<file path="config.mk">
export PLATFORM = sky130hd
export DESIGN_NAME = usbphy_pwrup_seq
export DESIGN_NICKNAME = d
export VERILOG_FILES = /design/src/rtl/usbphy_seq_pkg.sv /design/src/rtl/usbphy_sync.sv /design/src/rtl/usbphy_wait_timer.sv /design/src/rtl/usbphy_seq_fsm.sv /design/src/rtl/usbphy_ctl_regs.sv /design/src/rtl/usbphy_pwrup_seq.sv
export SDC_FILE = /design/constraint.sdc
export NUM_CORES = 1
export LEC_CHECK = 0
export BUFFER_PORTS_ARGS = -buffer_cell sky130_fd_sc_hd__buf_2
export CAP_MARGIN = 40
export CORE_AREA = 2 2 82 65
export CTS_CLUSTER_DIAMETER = 50
export CTS_CLUSTER_SIZE = 10
export DETAILED_ROUTE_END_ITERATION = 6
export DIE_AREA = 0 0 84 67
export PLACE_DENSITY = 0.73
export SLEW_MARGIN = 25
export SYNTH_ARGS = -nofsm -noshare
export SYNTH_HDL_FRONTEND = slang
export SYNTH_SLANG_ARGS = --single-unit
</file>
<file path="constraint.sdc">
create_clock -name clk_i -period 1.75 [get_ports clk_i]
set_input_delay 0.35 -clock clk_i [delete_from_list [all_inputs] [get_ports clk_i]]
set_output_delay 0.35 -clock clk_i [all_outputs]
set_load 0.005 [all_outputs]
</file>
<file path="src/rtl/usbphy_seq_pkg.sv">
package usbphy_seq_pkg;

  // Step states in the order they are visited; the order itself is behaviour.
  typedef enum logic [2:0] {
    ST_IDLE  = 3'd0,
    ST_REL   = 3'd1,
    ST_ROUTE = 3'd2,
    ST_CLK   = 3'd3,
    ST_CFG   = 3'd4,
    ST_PLL   = 3'd5,
    ST_WAIT  = 3'd6
  } seq_st_e;

endpackage

</file>
<file path="src/rtl/usbphy_sync.sv">
module usbphy_sync #(
  parameter int unsigned STAGES = 2
) (
  input  logic clk_i,
  input  logic rst_ni,
  input  logic d_i,
  output logic q_o
);

  logic [STAGES-1:0] chain_q;

  generate
    if (STAGES == 1) begin : g_one
      always_ff @(posedge clk_i or negedge rst_ni) begin
        if (!rst_ni) chain_q <= '0;
        else         chain_q <= d_i;
      end
    end else begin : g_many
      always_ff @(posedge clk_i or negedge rst_ni) begin
        if (!rst_ni) chain_q <= '0;
        else         chain_q <= {chain_q[STAGES-2:0], d_i};
      end

      // the last stage carries the previous cycle's value of the stage before it
      a_r6_sync_delay: assert property (@(posedge clk_i) disable iff (!rst_ni)
        $past(rst_ni) |-> (chain_q[STAGES-1] == $past(chain_q[STAGES-2])));
    end
  endgenerate

  assign q_o = chain_q[STAGES-1];

endmodule

</file>
<file path="src/rtl/usbphy_wait_timer.sv">
module usbphy_wait_timer #(
  parameter int unsigned TMO_W = 16
) (
  input  logic             clk_i,
  input  logic             rst_ni,
  input  logic             clr_i,
  input  logic             run_i,
  input  logic [TMO_W-1:0] limit_i,
  output logic             expired_o
);

  logic [TMO_W-1:0] cnt_q, cnt_d;
  logic             cnt_en;

  assign expired_o = run_i && (cnt_q == limit_i);
  assign cnt_en    = clr_i || (run_i && !expired_o);

  always_comb begin
    cnt_d = cnt_q;
    if (clr_i)       cnt_d = '0;
    else if (run_i)  cnt_d = cnt_q + 1'b1;
  end

  always_ff @(posedge clk_i or negedge rst_ni) begin
    if (!rst_ni)     cnt_q <= '0;
    else if (cnt_en) cnt_q <= cnt_d;
  end

  // with a steady limit the count never passes it while waiting
  a_r7_cnt_bound: assert property (@(posedge clk_i) disable iff (!rst_ni)
    run_i |-> (cnt_q <= limit_i));

endmodule

</file>
<file path="src/rtl/usbphy_seq_fsm.sv">
module usbphy_seq_fsm
  import usbphy_seq_pkg::*;
(
  input  logic    clk_i,
  input  logic    rst_ni,
  input  logic    start_i,
  input  logic    good_i,
  input  logic    expired_i,
  output logic    ld_o,
  output seq_st_e ld_state_o,
  output logic    waiting_o,
  output logic    busy_o,
  output logic    done_o,
  output logic    timeout_o
);

  seq_st_e state_q, state_d;
  logic    done_q, done_d, tmo_q, tmo_d;
  logic    accept, flag_en;

  assign accept = (state_q == ST_IDLE) && start_i;

  always_comb begin
    state_d = state_q;
    unique case (state_q)
      ST_IDLE:  if (start_i) state_d = ST_REL;
      ST_REL:   state_d = ST_ROUTE;
      ST_ROUTE: state_d = ST_CLK;
      ST_CLK:   state_d = ST_CFG;
      ST_CFG:   state_d = ST_PLL;
      ST_PLL:   state_d = ST_WAIT;
      ST_WAIT:  if (good_i || expired_i) state_d = ST_IDLE;
      default:  state_d = ST_IDLE;
    endcase
  end

  always_comb begin
    done_d  = done_q;
    tmo_d   = tmo_q;
    flag_en = 1'b0;
    if (accept) begin
      done_d  = 1'b0;
      tmo_d   = 1'b0;
      flag_en = 1'b1;
    end else if (state_q == ST_WAIT) begin
      if (good_i) begin
        done_d  = 1'b1;
        flag_en = 1'b1;
      end else if (expired_i) begin
        tmo_d   = 1'b1;
        flag_en = 1'b1;
      end
    end
  end

  always_ff @(posedge clk_i or negedge rst_ni) begin
    if (!rst_ni) state_q <= ST_IDLE;
    else         state_q <= state_d;
  end

  always_ff @(posedge clk_i or negedge rst_ni) begin
    if (!rst_ni) begin
      done_q <= 1'b0;
      tmo_q  <= 1'b0;
    end else if (flag_en) begin
      done_q <= done_d;
      tmo_q  <= tmo_d;
    end
  end

  assign ld_o       = (state_d != state_q);
  assign ld_state_o = state_d;
  assign waiting_o  = (state_q == ST_WAIT);
  assign busy_o     = (state_q != ST_IDLE);
  assign done_o     = done_q;
  assign timeout_o  = tmo_q;

  // an accepted start enters reset release with both flags cleared
  a_r2_start_accept: assert property (@(posedge clk_i) disable iff (!rst_ni)
    ((state_q == ST_IDLE) && start_i) |=> ((state_q == ST_REL) && !done_q && !tmo_q));

  // done only rises after a synchronized good clock was seen
  a_r6_done_needs_good: assert property (@(posedge clk_i) disable iff (!rst_ni)
    $rose(done_q) |-> $past(good_i));

  // while busy, a start never restarts the chain
  a_r8_busy_ignore: assert property (@(posedge clk_i) disable iff (!rst_ni)
    (state_q != ST_IDLE) |=> (state_q != ST_REL));

  // the two result flags never coexist
  a_r9_flags_excl: assert property (@(posedge clk_i) disable iff (!rst_ni)
    !(done_q && tmo_q));

endmodule

</file>
<file path="src/rtl/usbphy_ctl_regs.sv">
module usbphy_ctl_regs
  import usbphy_seq_pkg::*;
#(
  parameter int unsigned FREQ_W = 4
) (
  input  logic              clk_i,
  input  logic              rst_ni,
  input  logic              ld_i,
  input  seq_st_e           ld_state_i,
  input  logic              clk_ext_i,
  input  logic [FREQ_W-1:0] clk_freq_i,
  output logic              phy_rst_o,
  output logic              route_en_o,
  output logic              clk_ext_sel_o,
  output logic [FREQ_W-1:0] clk_freq_sel_o,
  output logic              phy_pwrdn_o,
  output logic              otg_pwrdn_o,
  output logic              data_pol_o,
  output logic              sess_end_en_o,
  output logic              vbus_cmp_en_o,
  output logic              pll_en_o
);

  logic              cap_ext_q;
  logic [FREQ_W-1:0] cap_freq_q;
  logic              cap_en;

  assign cap_en = ld_i && (ld_state_i == ST_REL);

  always_ff @(posedge clk_i or negedge rst_ni) begin
    if (!rst_ni) begin
      cap_ext_q  <= 1'b0;
      cap_freq_q <= '0;
    end else if (cap_en) begin
      cap_ext_q  <= clk_ext_i;
      cap_freq_q <= clk_freq_i;
    end
  end

  always_ff @(posedge clk_i or negedge rst_ni) begin
    if (!rst_ni) begin
      phy_rst_o      <= 1'b1;
      route_en_o     <= 1'b0;
      clk_ext_sel_o  <= 1'b0;
      clk_freq_sel_o <= '0;
      phy_pwrdn_o    <= 1'b1;
      otg_pwrdn_o    <= 1'b1;
      data_pol_o     <= 1'b0;
      sess_end_en_o  <= 1'b0;
      vbus_cmp_en_o  <= 1'b0;
      pll_en_o       <= 1'b0;
    end else if (ld_i) begin
      unique case (ld_state_i)
        ST_REL: begin
          phy_rst_o      <= 1'b0;
          route_en_o     <= 1'b0;
          clk_ext_sel_o  <= 1'b0;
          clk_freq_sel_o <= '0;
          phy_pwrdn_o    <= 1'b1;
          otg_pwrdn_o    <= 1'b1;
          data_pol_o     <= 1'b0;
          sess_end_en_o  <= 1'b0;
          vbus_cmp_en_o  <= 1'b0;
          pll_en_o       <= 1'b0;
        end
        ST_ROUTE: route_en_o <= 1'b1;
        ST_CLK: begin
          clk_ext_sel_o  <= cap_ext_q;
          clk_freq_sel_o <= cap_freq_q;
        end
        ST_CFG: begin
          phy_pwrdn_o   <= 1'b0;
          otg_pwrdn_o   <= 1'b0;
          data_pol_o    <= 1'b1;
          sess_end_en_o <= 1'b1;
          vbus_cmp_en_o <= 1'b1;
        end
        ST_PLL:  pll_en_o <= 1'b1;
        default: ;
      endcase
    end
  end

  // routing is never enabled while the PHY is held in reset
  a_r3_route_after_rel: assert property (@(posedge clk_i) disable iff (!rst_ni)
    $rose(route_en_o) |-> !phy_rst_o);

  // powering up the PHY comes after routing is enabled
  a_r4_cfg_after_route: assert property (@(posedge clk_i) disable iff (!rst_ni)
    $fell(phy_pwrdn_o) |-> (route_en_o && !phy_rst_o));

  // the PLL turns on only once every earlier step holds
  a_r5_pll_last: assert property (@(posedge clk_i) disable iff (!rst_ni)
    $rose(pll_en_o) |-> (!phy_rst_o && route_en_o && !phy_pwrdn_o && !otg_pwrdn_o
                         && data_pol_o && sess_end_en_o && vbus_cmp_en_o));

endmodule

</file>
<file path="src/rtl/usbphy_pwrup_seq.sv">
module usbphy_pwrup_seq
  import usbphy_seq_pkg::*;
#(
  parameter int unsigned FREQ_W      = 4,
  parameter int unsigned TMO_W       = 16,
  parameter int unsigned SYNC_STAGES = 2
) (
  input  logic              clk_i,
  input  logic              rst_ni,
  input  logic              start_i,
  input  logic              clk_ext_i,
  input  logic [FREQ_W-1:0] clk_freq_i,
  input  logic [TMO_W-1:0]  tmo_limit_i,
  input  logic              phy_clk_good_i,
  output logic              phy_rst_o,
  output logic              route_en_o,
  output logic              clk_ext_sel_o,
  output logic [FREQ_W-1:0] clk_freq_sel_o,
  output logic              phy_pwrdn_o,
  output logic              otg_pwrdn_o,
  output logic              data_pol_o,
  output logic              sess_end_en_o,
  output logic              vbus_cmp_en_o,
  output logic              pll_en_o,
  output logic              done_o,
  output logic              busy_o,
  output logic              timeout_o
);

  logic [1:0] rst_sync_q;
  logic       rst_n;
  logic       good_s;
  logic       expired;
  logic       ld;
  seq_st_e    ld_state;
  logic       waiting;
  logic       tmr_clr;

  // reset asserts at once, releases two edges later
  always_ff @(posedge clk_i or negedge rst_ni) begin
    if (!rst_ni) rst_sync_q <= 2'b00;
    else         rst_sync_q <= {rst_sync_q[0], 1'b1};
  end
  assign rst_n = rst_sync_q[1];

  usbphy_sync #(.STAGES(SYNC_STAGES)) u_good_sync (
    .clk_i  (clk_i),
    .rst_ni (rst_n),
    .d_i    (phy_clk_good_i),
    .q_o    (good_s)
  );

  usbphy_seq_fsm u_fsm (
    .clk_i      (clk_i),
    .rst_ni     (rst_n),
    .start_i    (start_i),
    .good_i     (good_s),
    .expired_i  (expired),
    .ld_o       (ld),
    .ld_state_o (ld_state),
    .waiting_o  (waiting),
    .busy_o     (busy_o),
    .done_o     (done_o),
    .timeout_o  (timeout_o)
  );

  assign tmr_clr = ld && (ld_state == ST_WAIT);

  usbphy_wait_timer #(.TMO_W(TMO_W)) u_timer (
    .clk_i     (clk_i),
    .rst_ni    (rst_n),
    .clr_i     (tmr_clr),
    .run_i     (waiting),
    .limit_i   (tmo_limit_i),
    .expired_o (expired)
  );

  usbphy_ctl_regs #(.FREQ_W(FREQ_W)) u_ctl (
    .clk_i          (clk_i),
    .rst_ni         (rst_n),
    .ld_i           (ld),
    .ld_state_i     (ld_state),
    .clk_ext_i      (clk_ext_i),
    .clk_freq_i     (clk_freq_i),
    .phy_rst_o      (phy_rst_o),
    .route_en_o     (route_en_o),
    .clk_ext_sel_o  (clk_ext_sel_o),
    .clk_freq_sel_o (clk_freq_sel_o),
    .phy_pwrdn_o    (phy_pwrdn_o),
    .otg_pwrdn_o    (otg_pwrdn_o),
    .data_pol_o     (data_pol_o),
    .sess_end_en_o  (sess_end_en_o),
    .vbus_cmp_en_o  (vbus_cmp_en_o),
    .pll_en_o       (pll_en_o)
  );

  // leaving the wait by expiry keeps the PLL running
  a_r7_pll_kept: assert property (@(posedge clk_i) disable iff (!rst_n)
    $rose(timeout_o) |-> (pll_en_o && !busy_o));

endmodule

</file>
==> flow_metrics.py, run 1 <==
metrics = {
    "routing": {
        "final_antenna_net_count": 0,
        "drcViolationCount": 0,
        "dr.pass1.iters": 4,
        "drt_iter0_markers": 150,
        "viasPerCell": 5.33,
        "vias": 1712,
        "routed_wl_um": 4580,
        "wl_per_cell_um": 14.3,
    },
    "clock_tree": {
        "cts.sinks": 40,
        "clkLatencyLatePin_ns": 0.29,
        "htree_levels": 2,
        "clk_pin_slew_ns": 0.08,
        "cts_tree": "done",
        "cts_buffers": 5,
        "root_buffer": "clkbuf_8",
        "cts_buffer_depth": 2,
    },
    "power": {
        "power_density_mw_per_mm2": 1250,
        "max-vdd-ir-drop_mv": 0.521,
        "leakage_uw": 0.00119,
    },
    "sta": {
        "rsz0062_at_grt": "true",
        "hold_violations": 0,
        "period_minus_slack_ns": 1.78,
        "finClkSkew_ns": 0.00483,
        "holdWs_ns": 0.163,
        "setup_slack_ns": -0.0317,
        "clock.fmax_mhz": 561,
        "slew_viol_final": 0,
        "finalSetupViolCount": 7,
        "final.period_utilization": 1.02,
        "fin_setup_tns_ns": -0.102,
    },
    "logic_synthesis": {
        "synth_nets": 222,
        "async_flop_share": 1.00,
        "postSynthCellCount": 196,
        "ys.flop_type": "dfrtp_1",
        "yosys_warnings": 0,
        "syn-cell-area_mm2": 0.00205,
        "synth_seq_area_share": 0.490,
        "syn_avg_cell_area_um2": 10.5,
        "ys_ff_latch": 40,
        "synth_edf_count": 0,
        "ys_types": 41,
    },
    "grt": {
        "grt_pass1_vias": 1529,
        "antenna_found_initial": 0,
        "met3_usage": 0.0359,
        "grt_usage": 0.168,
        "grt_pass1_wl_um": 7420,
        "grt_max_degree": 39,
        "use_met2": 0.259,
        "use_met1": 0.243,
        "grt-ovfl-total": 0,
        "top_usage_layer": "met2",
    },
    "die": {
        "die_w_um": 84,
        "die-area_mm2": 0.00563,
        "rows": 22,
        "core-area_mm2": 0.00476,
        "ioPinCount": 41,
        "die_y_um": 67,
        "start_util": 0.430,
    },
    "cells_and_area": {
        "drive_gt1_frac": 0.418,
        "final_cells": 321,
        "areaGrowthSynthToFinish_pct": 30.5,
        "fillCellCount": 430,
        "antenna_cells": 0,
        "fin_util": 0.561,
        "fin_nets": 286,
    },
    "place": {
        "dp_cells": 309,
        "dp_worst_setup_slack_ns": -0.0615,
        "port_buffers": 40,
        "gp_congestion": 0.841,
        "post-dp-hpwl_um": 3280,
    },
    "worst_setup_path": {
        "worstSetupPathType": "reg2reg",
        "cp.arrival_ns": 1.94,
        "worstPathMaxFanout": 8,
        "start_kind": "register",
        "crit_required_ns": 1.91,
        "end_kind": "register",
    },
    "run_status": {
        "status": "finished with violations",
        "violations": "negative setup slack",
    },
    "min_path": {
        "hp-class": "in2reg",
    },
    "flow_run": {
        "cap_violations": 0,
    },
}
## routing by layer
metal  up-vias  wire length [um]
met4         0                14
li1        840                 -
met2        34              2160
met3         2               143
met5         -                 0
met1       836              2260
## Yosys cell counts, drive strengths merged, types with 5 or more instances
| library cell | count | area, um2 |
|---|---|---|
| dfrtp | 38 | 951 |
| xnor2 | 16 | 148 |
| a21oi | 15 | 78.8 |
| nor2 | 15 | 58.8 |
| buf | 11 | 90.1 |
| nand2 | 10 | 37.5 |
| nand4 | 10 | 62.6 |
| nand3 | 9 | 45.0 |
| o21ai | 9 | 48.8 |
| a22o | 8 | 70.1 |
| o31ai | 8 | 60.1 |
| or3 | 7 | 43.8 |
| mux2 | 5 | 56.3 |
## kinds of logic (layout without fill, tap and decap cells)
| family | count (synthesis) | in the layout | share of synthesized area |
|---|---|---|---|
| compound gates | 45 | 45 | 0.143 |
| xor+xnor | 16 | 16 | 0.0720 |
| fa+ha+maj | 1 | 1 | 0.00610 |
| buf+inv | 16 | 81 | 0.0531 |
| flops | 40 | 40 | 0.490 |
| mux | 7 | 7 | 0.0372 |
| other cells | 1 | 1 | 0.00183 |
| simple gates | 70 | 70 | 0.197 |
## worst paths after layout
check	startpoint	to	slack [ns]	cells past startpoint
worst min register to register	rst_sync_q[1]$_DFF_PN0_	u_timer.cnt_q[12]$_DFFE_PN0P_	0.31	1
min in group asynchronous	rst_sync_q[1]$_DFF_PN0_	u_timer.cnt_q[12]$_DFFE_PN0P_	0.31	1
worst max-delay path	u_timer.cnt_q[6]$_DFFE_PN0P_	u_timer.cnt_q[5]$_DFFE_PN0P_	-0.03	7
max in group asynchronous	rst_sync_q[1]$_DFF_PN0_	u_ctl.phy_pwrdn_o$_DFFE_PN1P_	1.08	1
worst min-delay path	phy_clk_good_i	u_good_sync.chain_q[0]$_DFF_PN0_	0.16	1
worst max register to register	u_timer.cnt_q[6]$_DFFE_PN0P_	u_timer.cnt_q[5]$_DFFE_PN0P_	-0.03	7
## what timing repair did
item                       4_1_cts  5_1_grt
setup endpoints to repair        4       18
hold buffers                     1        0
gates cloned                     0        1
buffers inserted                 0        2
pin swaps                        2       14
hold endpoints to repair         2        0
gates resized for setup          1       21
## stage by stage
stage | area [um2] | total power, uW
floorplan | 2050 | 2070
global placement | 2430 | 2520
detailed placement | 2430 | 2560
CTS | 2560 | 3330
global route | 2670 | 3570
finish | 2670 | 3330
## area by class of cell
cell class	count	area, um2	area share
clock inverters	3	47.5	0.0178
inverters	3	11.3	0.00421
flip-flops and latches	40	1010	0.376
multi-input cells	140	1010	0.377
repair buffers	70	458	0.171
clock buffers	5	68.8	0.0257
well taps	60	75.1	0.0281
## critical path, cell delays in order, from the launching register on
cell,delay [ns]
dfrtp_1,0.43
xnor2_1,0.20
nand4_1,0.16
nor4_4,0.35
buf_4,0.21
buf_12,0.13
or3_1,0.12
a21oi_2,0.05
## state kept, by name, summed over array words and instances (netlist names)
name,count
u_ctl.clk_ext_sel_o,1
u_ctl.cap_freq_q,4
u_fsm.state_q,3
u_ctl.clk_freq_sel_o,4
u_ctl.cap_ext_q,1
u_ctl.route_en_o,1
u_good_sync.chain_q,2
u_ctl.phy_pwrdn_o,1
u_ctl.data_pol_o,1
u_ctl.phy_rst_o,1
u_fsm.done_o,1
u_ctl.pll_en_o,1
rst_sync_q,2
u_timer.cnt_q,16
u_fsm.timeout_o,1
## report_power, final
part	switching (uW)	leakage (uW)	total, uW	internal, uW
Combinational	591	0.000628	1220	627
Clock	336	0.0000583	766	429
Sequential	187	0.000509	1350	1160
## cell usage in the layout (no fill, tap or decap), types with 2 or more instances in the layout
cell type and n:
mux2_2 5, nor2_1 12, clkinv_4 2, dfstp_2 2, o21ai_2 4, a21oi_1 10, or4_1 3, mux2i_1 2
inv_1 3, buf_2 40, buf_4 27, nor2b_1 2, nor2_2 3, nor3_1 2, clkbuf_8 5, nand3_1 8
xnor2_1 15, o31ai_1 7, dfrtp_1 36, or3_1 6, nand2_1 10, a22o_1 8, a21oi_2 4, dfrtp_2 2
or2_2 2, nand4_1 10, o21ai_0 5, o211ai_1 4
Power figures use the tool's default switching activity.
==> run 2, diff against run 1 <==
ABC_AREA = 1   (was default)
CORE_AREA = 2 2 86 67   (was 2 2 82 65)
DIE_AREA = 0 0 88 69   (was 0 0 84 67)
==> run 2 against run 1 <==
Critical endpoint is now u_timer.cnt_q[6]$_DFFE_PN0P_. Hold slack better by 0.0078 ns. Via count grew 17%. Worst setup slack gained 0.14 ns. Critical path type unchanged. Register-to-register slack improved by 0.14 ns. Wire length rose by 9.2%. The flow now finishes without violations. Core utilization down 4.1 points.
==> flow_metrics.py, run 2 <==
metrics = {
    "run_status": {
        "status": "finished clean",
    },
    "logic_synthesis": {
        "syn-cell-area_mm2": 0.00223,
        "postSynthCellCount": 301,
        "synth_seq_area_share": 0.450,
        "ys_types": 30,
        "synth_area_leaders": "dfrtp_1 43%, nand2_1 15%, inv_1 6.9%, nand3_1 5.8%, nor2_1 4.4%",
        "ys.flop_type": "dfrtp_1",
        "async_flop_share": 1.00,
        "syn_avg_cell_area_um2": 7.41,
        "yosys_warnings": 0,
        "netlist.area_leader.share": 0.426,
        "netlist_top_cells_count": "88 x nand2_1, 41 x inv_1, 38 x dfrtp_1",
        "synth_nets": 327,
        "ys_ff_latch": 40,
        "synth_edf_count": 0,
        "synth_top_area_cell": "dfrtp_1",
        "yosysMostFrequentCell": "nand2_1",
    },
    "die": {
        "die-area_mm2": 0.00607,
        "rows": 23,
        "ioPinCount": 41,
        "die_y_um": 69,
        "start_util": 0.428,
        "core-area_mm2": 0.00521,
        "die_w_um": 88,
    },
    "place": {
        "dp_worst_setup_slack_ns": 0.0381,
        "post-dp-hpwl_um": 3900,
        "gp_congestion": 0.941,
        "dp_cells": 420,
        "port_buffers": 40,
    },
    "worst_setup_path": {
        "crit_required_ns": 1.92,
        "worstSetupPathType": "reg2reg",
        "cp_top_family": "simple AND/OR/NAND/NOR gates",
        "start_kind": "register",
        "rr_worst_depth": 11,
        "worst-path-buf-inv": 1,
        "critical_path.slowest_cell": "dfrtp_1",
        "crit_top_cell": "nand2_1",
        "reg2reg_slack_ns": 0.11,
        "worstPathMaxFanout": 21,
        "crit_cells": 11,
        "reg2reg_from": "u_timer.cnt_q[3]$_DFFE_PN0P_",
        "crit_path_max_incr_delay_ns": 0.44,
        "end_kind": "register",
        "cp.arrival_ns": 1.81,
        "rr_endpoint": "u_timer.cnt_q[6]$_DFFE_PN0P_",
        "path_cells": "inv_2, nand2_1, nand2_1, nor2_2, nand2_1, nor2_2, nand2_2, nand2_4, nand2_8, nand4_1, o21ai_2",
    },
    "grt": {
        "grt_usage": 0.177,
        "grt_pass1_vias": 1913,
        "antenna_found_initial": 0,
        "grt_pass1_wl_um": 8610,
        "grt_max_degree": 29,
        "grt-ovfl-total": 0,
    },
    "sta": {
        "slew_viol_final": 0,
        "clock.fmax_mhz": 609,
        "final.period_utilization": 0.938,
        "finClkSkew_ns": 0.00690,
        "setup_slack_ns": 0.109,
        "finalSetupViolCount": 0,
        "fin_setup_tns_ns": 0,
        "hold_violations": 0,
        "period_minus_slack_ns": 1.64,
        "maxSlewHeadroom": 0.660,
        "rsz0062_at_grt": "true",
        "worstMarginPinSlew_ns": 0.510,
    },
    "cells_and_area": {
        "final_cells": 429,
        "areaGrowthSynthToFinish_pct": 21.5,
        "fin_util": 0.520,
        "top_register": "u_timer.cnt_q",
        "fin_nets": 379,
        "antenna_cells": 0,
        "fillCellCount": 505,
        "largest_reg_flops": 16,
        "mostFrequentLayoutCells": "88 x nand2_1, 41 x inv_1, 40 x buf_2, 36 x dfrtp_1, 26 x nand3_1",
        "drive_gt1_frac": 0.246,
        "reg_top3": "u_timer.cnt_q (16), u_ctl.cap_freq_q (4), u_ctl.clk_freq_sel_o (4)",
        "multi_input_area_mm2": 0.00101,
        "layout.area.seq_mm2": 0.00101,
        "final_common_cell": "nand2_1",
    },
    "min_path": {
        "whs_endpoint": "u_good_sync.chain_q[0]$_DFF_PN0_",
        "min_from": "phy_clk_good_i",
        "hp-class": "in2reg",
        "min_path_cells": 1,
    },
    "clock_tree": {
        "cts_buffer_depth": 2,
        "cts_tree": "done",
        "clk_pin_slew_ns": 0.08,
        "clkLatencyLatePin_ns": 0.28,
        "cts_buffers": 5,
        "root_buffer": "clkbuf_8",
        "htree_levels": 2,
        "cts.sinks": 40,
    },
    "routing": {
        "viasPerCell": 4.65,
        "vias": 1996,
        "dr.pass1.iters": 4,
        "drt_iter0_markers": 115,
        "wl_per_cell_um": 11.7,
        "routed_wl_um": 5000,
        "drcViolationCount": 0,
        "final_antenna_net_count": 0,
    },
    "power": {
        "total_power_uw": 3220,
        "max-vdd-ir-drop_mv": 0.640,
        "power_density_mw_per_mm2": 1190,
        "leakage_uw": 0.00142,
    },
    "flow_run": {
        "cap_violations": 0,
    },
}
run 2: cell types whose count changed after synthesis, sizes merged, moves of 8 or more:
| cell | previous run | this run |
|---|---|---|
| a21oi | 15 | 2 |
| inv | 3 | 49 |
| xnor2 | 16 | 1 |
| nor2 | 15 | 27 |
| o21ai | 9 | 25 |
| a22o | 8 | 0 |
| nand2 | 10 | 91 |
| nand3 | 9 | 26 |
| nor3 | 3 | 11 |
run 2: per-stage QoR:
step | instance area, um2 | hold WS [ns]
3_3_place_gp | 2570 | 0.138
6_report | 2710 | 0.171
4_1_cts | 2690 | 0.161
5_1_grt | 2710 | 0.153
2_1_floorplan | 2230 | 0.0544
3_5_place_dp | 2570 | 0.137
run 2: final cells by class:
class / instances / area share
Clock buffer: 6 / 0.0268
Clock inverter: 2 / 0.0129
Inverter: 49 / 0.0679
Multi-Input combinational cell: 204 / 0.371
Sequential cell: 40 / 0.371
Tap cell: 75 / 0.0346
Timing Repair Buffer: 53 / 0.115
run 2: report_power, final:
part           switching (uW)  internal, uW
Combinational             707           454
Sequential                167          1170
Clock                     306           423
Total                    1180          2040
run 2: timing repair:
item,in CTS,in global routing
setup endpoints to repair,0,16
endpoints found under the hold margin,2,0
hold buffers,1,0
resized for setup,0,7
buffers inserted,0,0
run 2: worst register-to-register path: cells and delay by family, from the launching register on:
| family | cells | cell delay (ns) |
|---|---|---|
| flops | 1 | 0.44 |
| simple gates | 9 | 0.95 |
| compound gates | 1 | 0.06 |
| buf+inv | 1 | 0.09 |
run 2: kinds of logic after synthesis:
logic type	synth area share
and+or+nand+nor	0.320
other	0.00168
xor gates and xnor gates	0.0314
AOI/OAI and AO/OA	0.0825
DFF	0.450
buffers and inverters	0.108
adders and majority gates	0.00561
run 2: how the worst max path moves through the flow:
stage / end / from / slack (ns)
final: u_timer.cnt_q[6]$_DFFE_PN0P_ / u_timer.cnt_q[3]$_DFFE_PN0P_ / 0.11
after floorplan: u_timer.cnt_q[12]$_DFFE_PN0P_ / u_timer.cnt_q[0]$_DFFE_PN0P_ / 0.28
after CTS: u_timer.cnt_q[13]$_DFFE_PN0P_ / u_timer.cnt_q[3]$_DFFE_PN0P_ / 0.02
after global placement: u_timer.cnt_q[13]$_DFFE_PN0P_ / tmo_limit_i[4] / 0.10
after global routing: u_timer.cnt_q[7]$_DFFE_PN0P_ / u_timer.cnt_q[3]$_DFFE_PN0P_ / -0.07
after detailed placement: u_timer.cnt_q[13]$_DFFE_PN0P_ / u_timer.cnt_q[3]$_DFFE_PN0P_ / 0.04
run 2: per-layer routing:
layer  vias up  GRT usage  share of wire
li1       1045          -              -
met3         2     0.0323          0.054
met5         -          0              0
met1       904      0.275           0.51
met2        45      0.254           0.43
met4         0     0.0393         0.0062
==> run 3, diff against run 2 <==
CELL_PAD_IN_SITES_DETAIL_PLACEMENT = 0   (was default)
CELL_PAD_IN_SITES_GLOBAL_PLACEMENT = 2   (was default)
CORE_AREA = 2 2 96 75   (was 2 2 86 67)
CTS_BUF_LIST = sky130_fd_sc_hd__clkbuf_2   (was default)
DIE_AREA = 0 0 98 77   (was 0 0 88 69)
PLACE_DENSITY = 0.94   (was 0.73)
==> run 3 against run 2 <==
Clock skew is 0.0033 ns higher. Non-clock buffer count is 8 higher. Highest routed layer unchanged. Maximum frequency hardly changed. Sequential share of layout area is 1.3 points lower. Register-to-register slack hardly changed. Critical path type unchanged.
==> flow_metrics.py, run 3 (synthesized netlist as in run 2, its figures left out) <==
metrics = {
    "sta": {
        "period_minus_slack_ns": 1.64,
        "finalSetupViolCount": 0,
        "rsz0062_at_grt": "true",
        "hold_violations": 0,
        "holdWs_ns": 0.142,
        "finClkSkew_ns": 0.0102,
        "slew_viol_final": 0,
        "final.period_utilization": 0.938,
        "clock.fmax_mhz": 609,
    },
    "cells_and_area": {
        "layout.area.seq_mm2": 0.00101,
        "fillCellCount": 698,
        "largest_reg_flops": 16,
        "stdcell_area_mm2": 0.00282,
        "drive_gt1_frac": 0.287,
        "multi_input_area_mm2": 0.00107,
        "areaGrowthSynthToFinish_pct": 26.5,
        "final_common_cell": "nand2_1",
        "final_cells": 447,
        "fin_util": 0.427,
        "top_register": "u_timer.cnt_q",
        "mostFrequentLayoutCells": "87 x nand2_1, 41 x inv_1, 40 x buf_2, 33 x dfrtp_1, 25 x nand3_1",
        "fin_nets": 388,
        "antenna_cells": 0,
        "reg_top3": "u_timer.cnt_q (16), u_ctl.cap_freq_q (4), u_ctl.clk_freq_sel_o (4)",
    },
    "clock_tree": {
        "cts_buffer_depth": 2,
        "cts.sinks": 40,
        "clk_pin_slew_ns": 0.23,
        "root_buffer": "clkbuf_2",
        "cts_tree": "done",
        "cts_buffers": 5,
        "htree_levels": 2,
        "clkLatencyLatePin_ns": 0.38,
    },
    "worst_setup_path": {
        "start_kind": "register",
        "cp_top_family": "simple AND/OR/NAND/NOR gates",
        "rr_endpoint": "u_timer.cnt_q[4]$_DFFE_PN0P_",
        "cp.arrival_ns": 1.97,
        "rr_worst_depth": 11,
        "path_cells": "inv_2, nand2_1, nand2_1, nor2_1, nand2_1, nor2_4, nand2_4, nand2_8, buf_12, nand2_8, o21ai_1",
        "worstSetupPathType": "reg2reg",
        "end_kind": "register",
        "critical_path.slowest_cell": "dfrtp_1",
        "reg2reg_from": "u_timer.cnt_q[7]$_DFFE_PN0P_",
        "crit_path_max_incr_delay_ns": 0.48,
        "worst-path-buf-inv": 2,
        "worstPathMaxFanout": 10,
        "crit_required_ns": 2.07,
        "reg2reg_slack_ns": 0.11,
        "crit_top_cell": "nand2_1",
    },
    "grt": {
        "grt_usage": 0.146,
        "grt_pass1_vias": 1850,
        "grt_pass1_wl_um": 9010,
        "grt-ovfl-total": 0,
        "grt_max_degree": 33,
        "antenna_found_initial": 0,
    },
    "min_path": {
        "hp-class": "reg2async",
    },
    "die": {
        "core-area_mm2": 0.00660,
        "start_util": 0.338,
        "rows": 26,
        "die_w_um": 98,
        "ioPinCount": 41,
        "die_y_um": 77,
        "die-area_mm2": 0.00755,
    },
    "place": {
        "gp_congestion": 0.803,
        "post-dp-hpwl_um": 3990,
        "port_buffers": 40,
        "place_area_mm2": 0.00256,
        "dp_cells": 427,
    },
    "power": {
        "power_density_mw_per_mm2": 1140,
        "leakage_uw": 0.00147,
        "max-vdd-ir-drop_mv": 0.329,
    },
    "routing": {
        "viasPerCell": 4.60,
        "drcViolationCount": 0,
        "dr.pass1.iters": 4,
        "drt_iter0_markers": 123,
        "wl_per_cell_um": 12.1,
        "routed_wl_um": 5420,
        "vias": 2055,
        "final_antenna_net_count": 0,
    },
    "flow_run": {
        "cap_violations": 0,
    },
    "run_status": {
        "status": "finished clean",
    },
}
==> run 3: changes by cell type in the layout (fill, tap and decap cells not counted), sizes merged <==
cell and delta:
dlygate4sd3 +1, clkinvlp +1, nand2 +1, buf +7
clkbuf -1
==> run 3: how the worst max path moves through the flow <==
stage                                 startpoint                             to  slack [ns]  cells after the start
global placement    u_timer.cnt_q[8]$_DFFE_PN0P_  u_timer.cnt_q[13]$_DFFE_PN0P_        0.06                     11
detailed placement  u_timer.cnt_q[8]$_DFFE_PN0P_  u_timer.cnt_q[13]$_DFFE_PN0P_        0.02                     11
global route        u_timer.cnt_q[1]$_DFFE_PN0P_  u_timer.cnt_q[12]$_DFFE_PN0P_       -0.03                      9
floorplan           u_timer.cnt_q[0]$_DFFE_PN0P_  u_timer.cnt_q[12]$_DFFE_PN0P_        0.28                      8
CTS                 u_timer.cnt_q[9]$_DFFE_PN0P_  u_timer.cnt_q[13]$_DFFE_PN0P_        0.03                     11
finish              u_timer.cnt_q[7]$_DFFE_PN0P_   u_timer.cnt_q[4]$_DFFE_PN0P_        0.11                     11
==> run 3: worst reg2reg max path: stages (launching register included) <==
cell	delay, ns
dfrtp_1	0.48
inv_2	0.07
nand2_1	0.06
nand2_1	0.04
nor2_1	0.09
nand2_1	0.13
nor2_4	0.18
nand2_4	0.09
nand2_8	0.12
buf_12	0.11
nand2_8	0.08
o21ai_1	0.14
==> run 3: power breakdown <==
group	internal [uW]	leakage [uW]	switching, uW
registers	1160	0.000503	167
logic	521	0.000925	792
clock network	239	0.0000390	325
total	1920	0.00147	1280
==> run 3: timing repair <==
action	CTS	global route
pin swaps	0	3
gates cloned	0	1
endpoints found under the hold margin	2	1
gates resized for setup	1	19
hold buffers	1	1
endpoints found under the setup margin	1	17
buffers inserted	0	9
==> run 3: final cells by class <==
class,count,area share
clock buffers,5,0.00887
clock inverters,3,0.0151
inverters,49,0.0652
multi-input cells,205,0.378
flip-flops and latches,40,0.358
well taps,84,0.0373
repair buffers,61,0.137
==> run 3: per-stage QoR <==
stage | TNS (ns) | setup WS (ns) | total power (uW)
floorplan | 0 | 0.279 | 2140
global route | -0.0487 | -0.0346 | 3490
detailed placement | 0 | 0.0214 | 2500
finish | 0 | 0.108 | 3210
CTS | 0 | 0.0347 | 3070
global placement | 0 | 0.0629 | 2470
==> run 3: routing by layer <==
layer,GRT usage,vias up,routed length (um)
met5,0,-,0
met4,0.0292,0,27
met3,0.0246,2,198
met2,0.198,42,2130
met1,0.241,940,3060
li1,-,1071,-
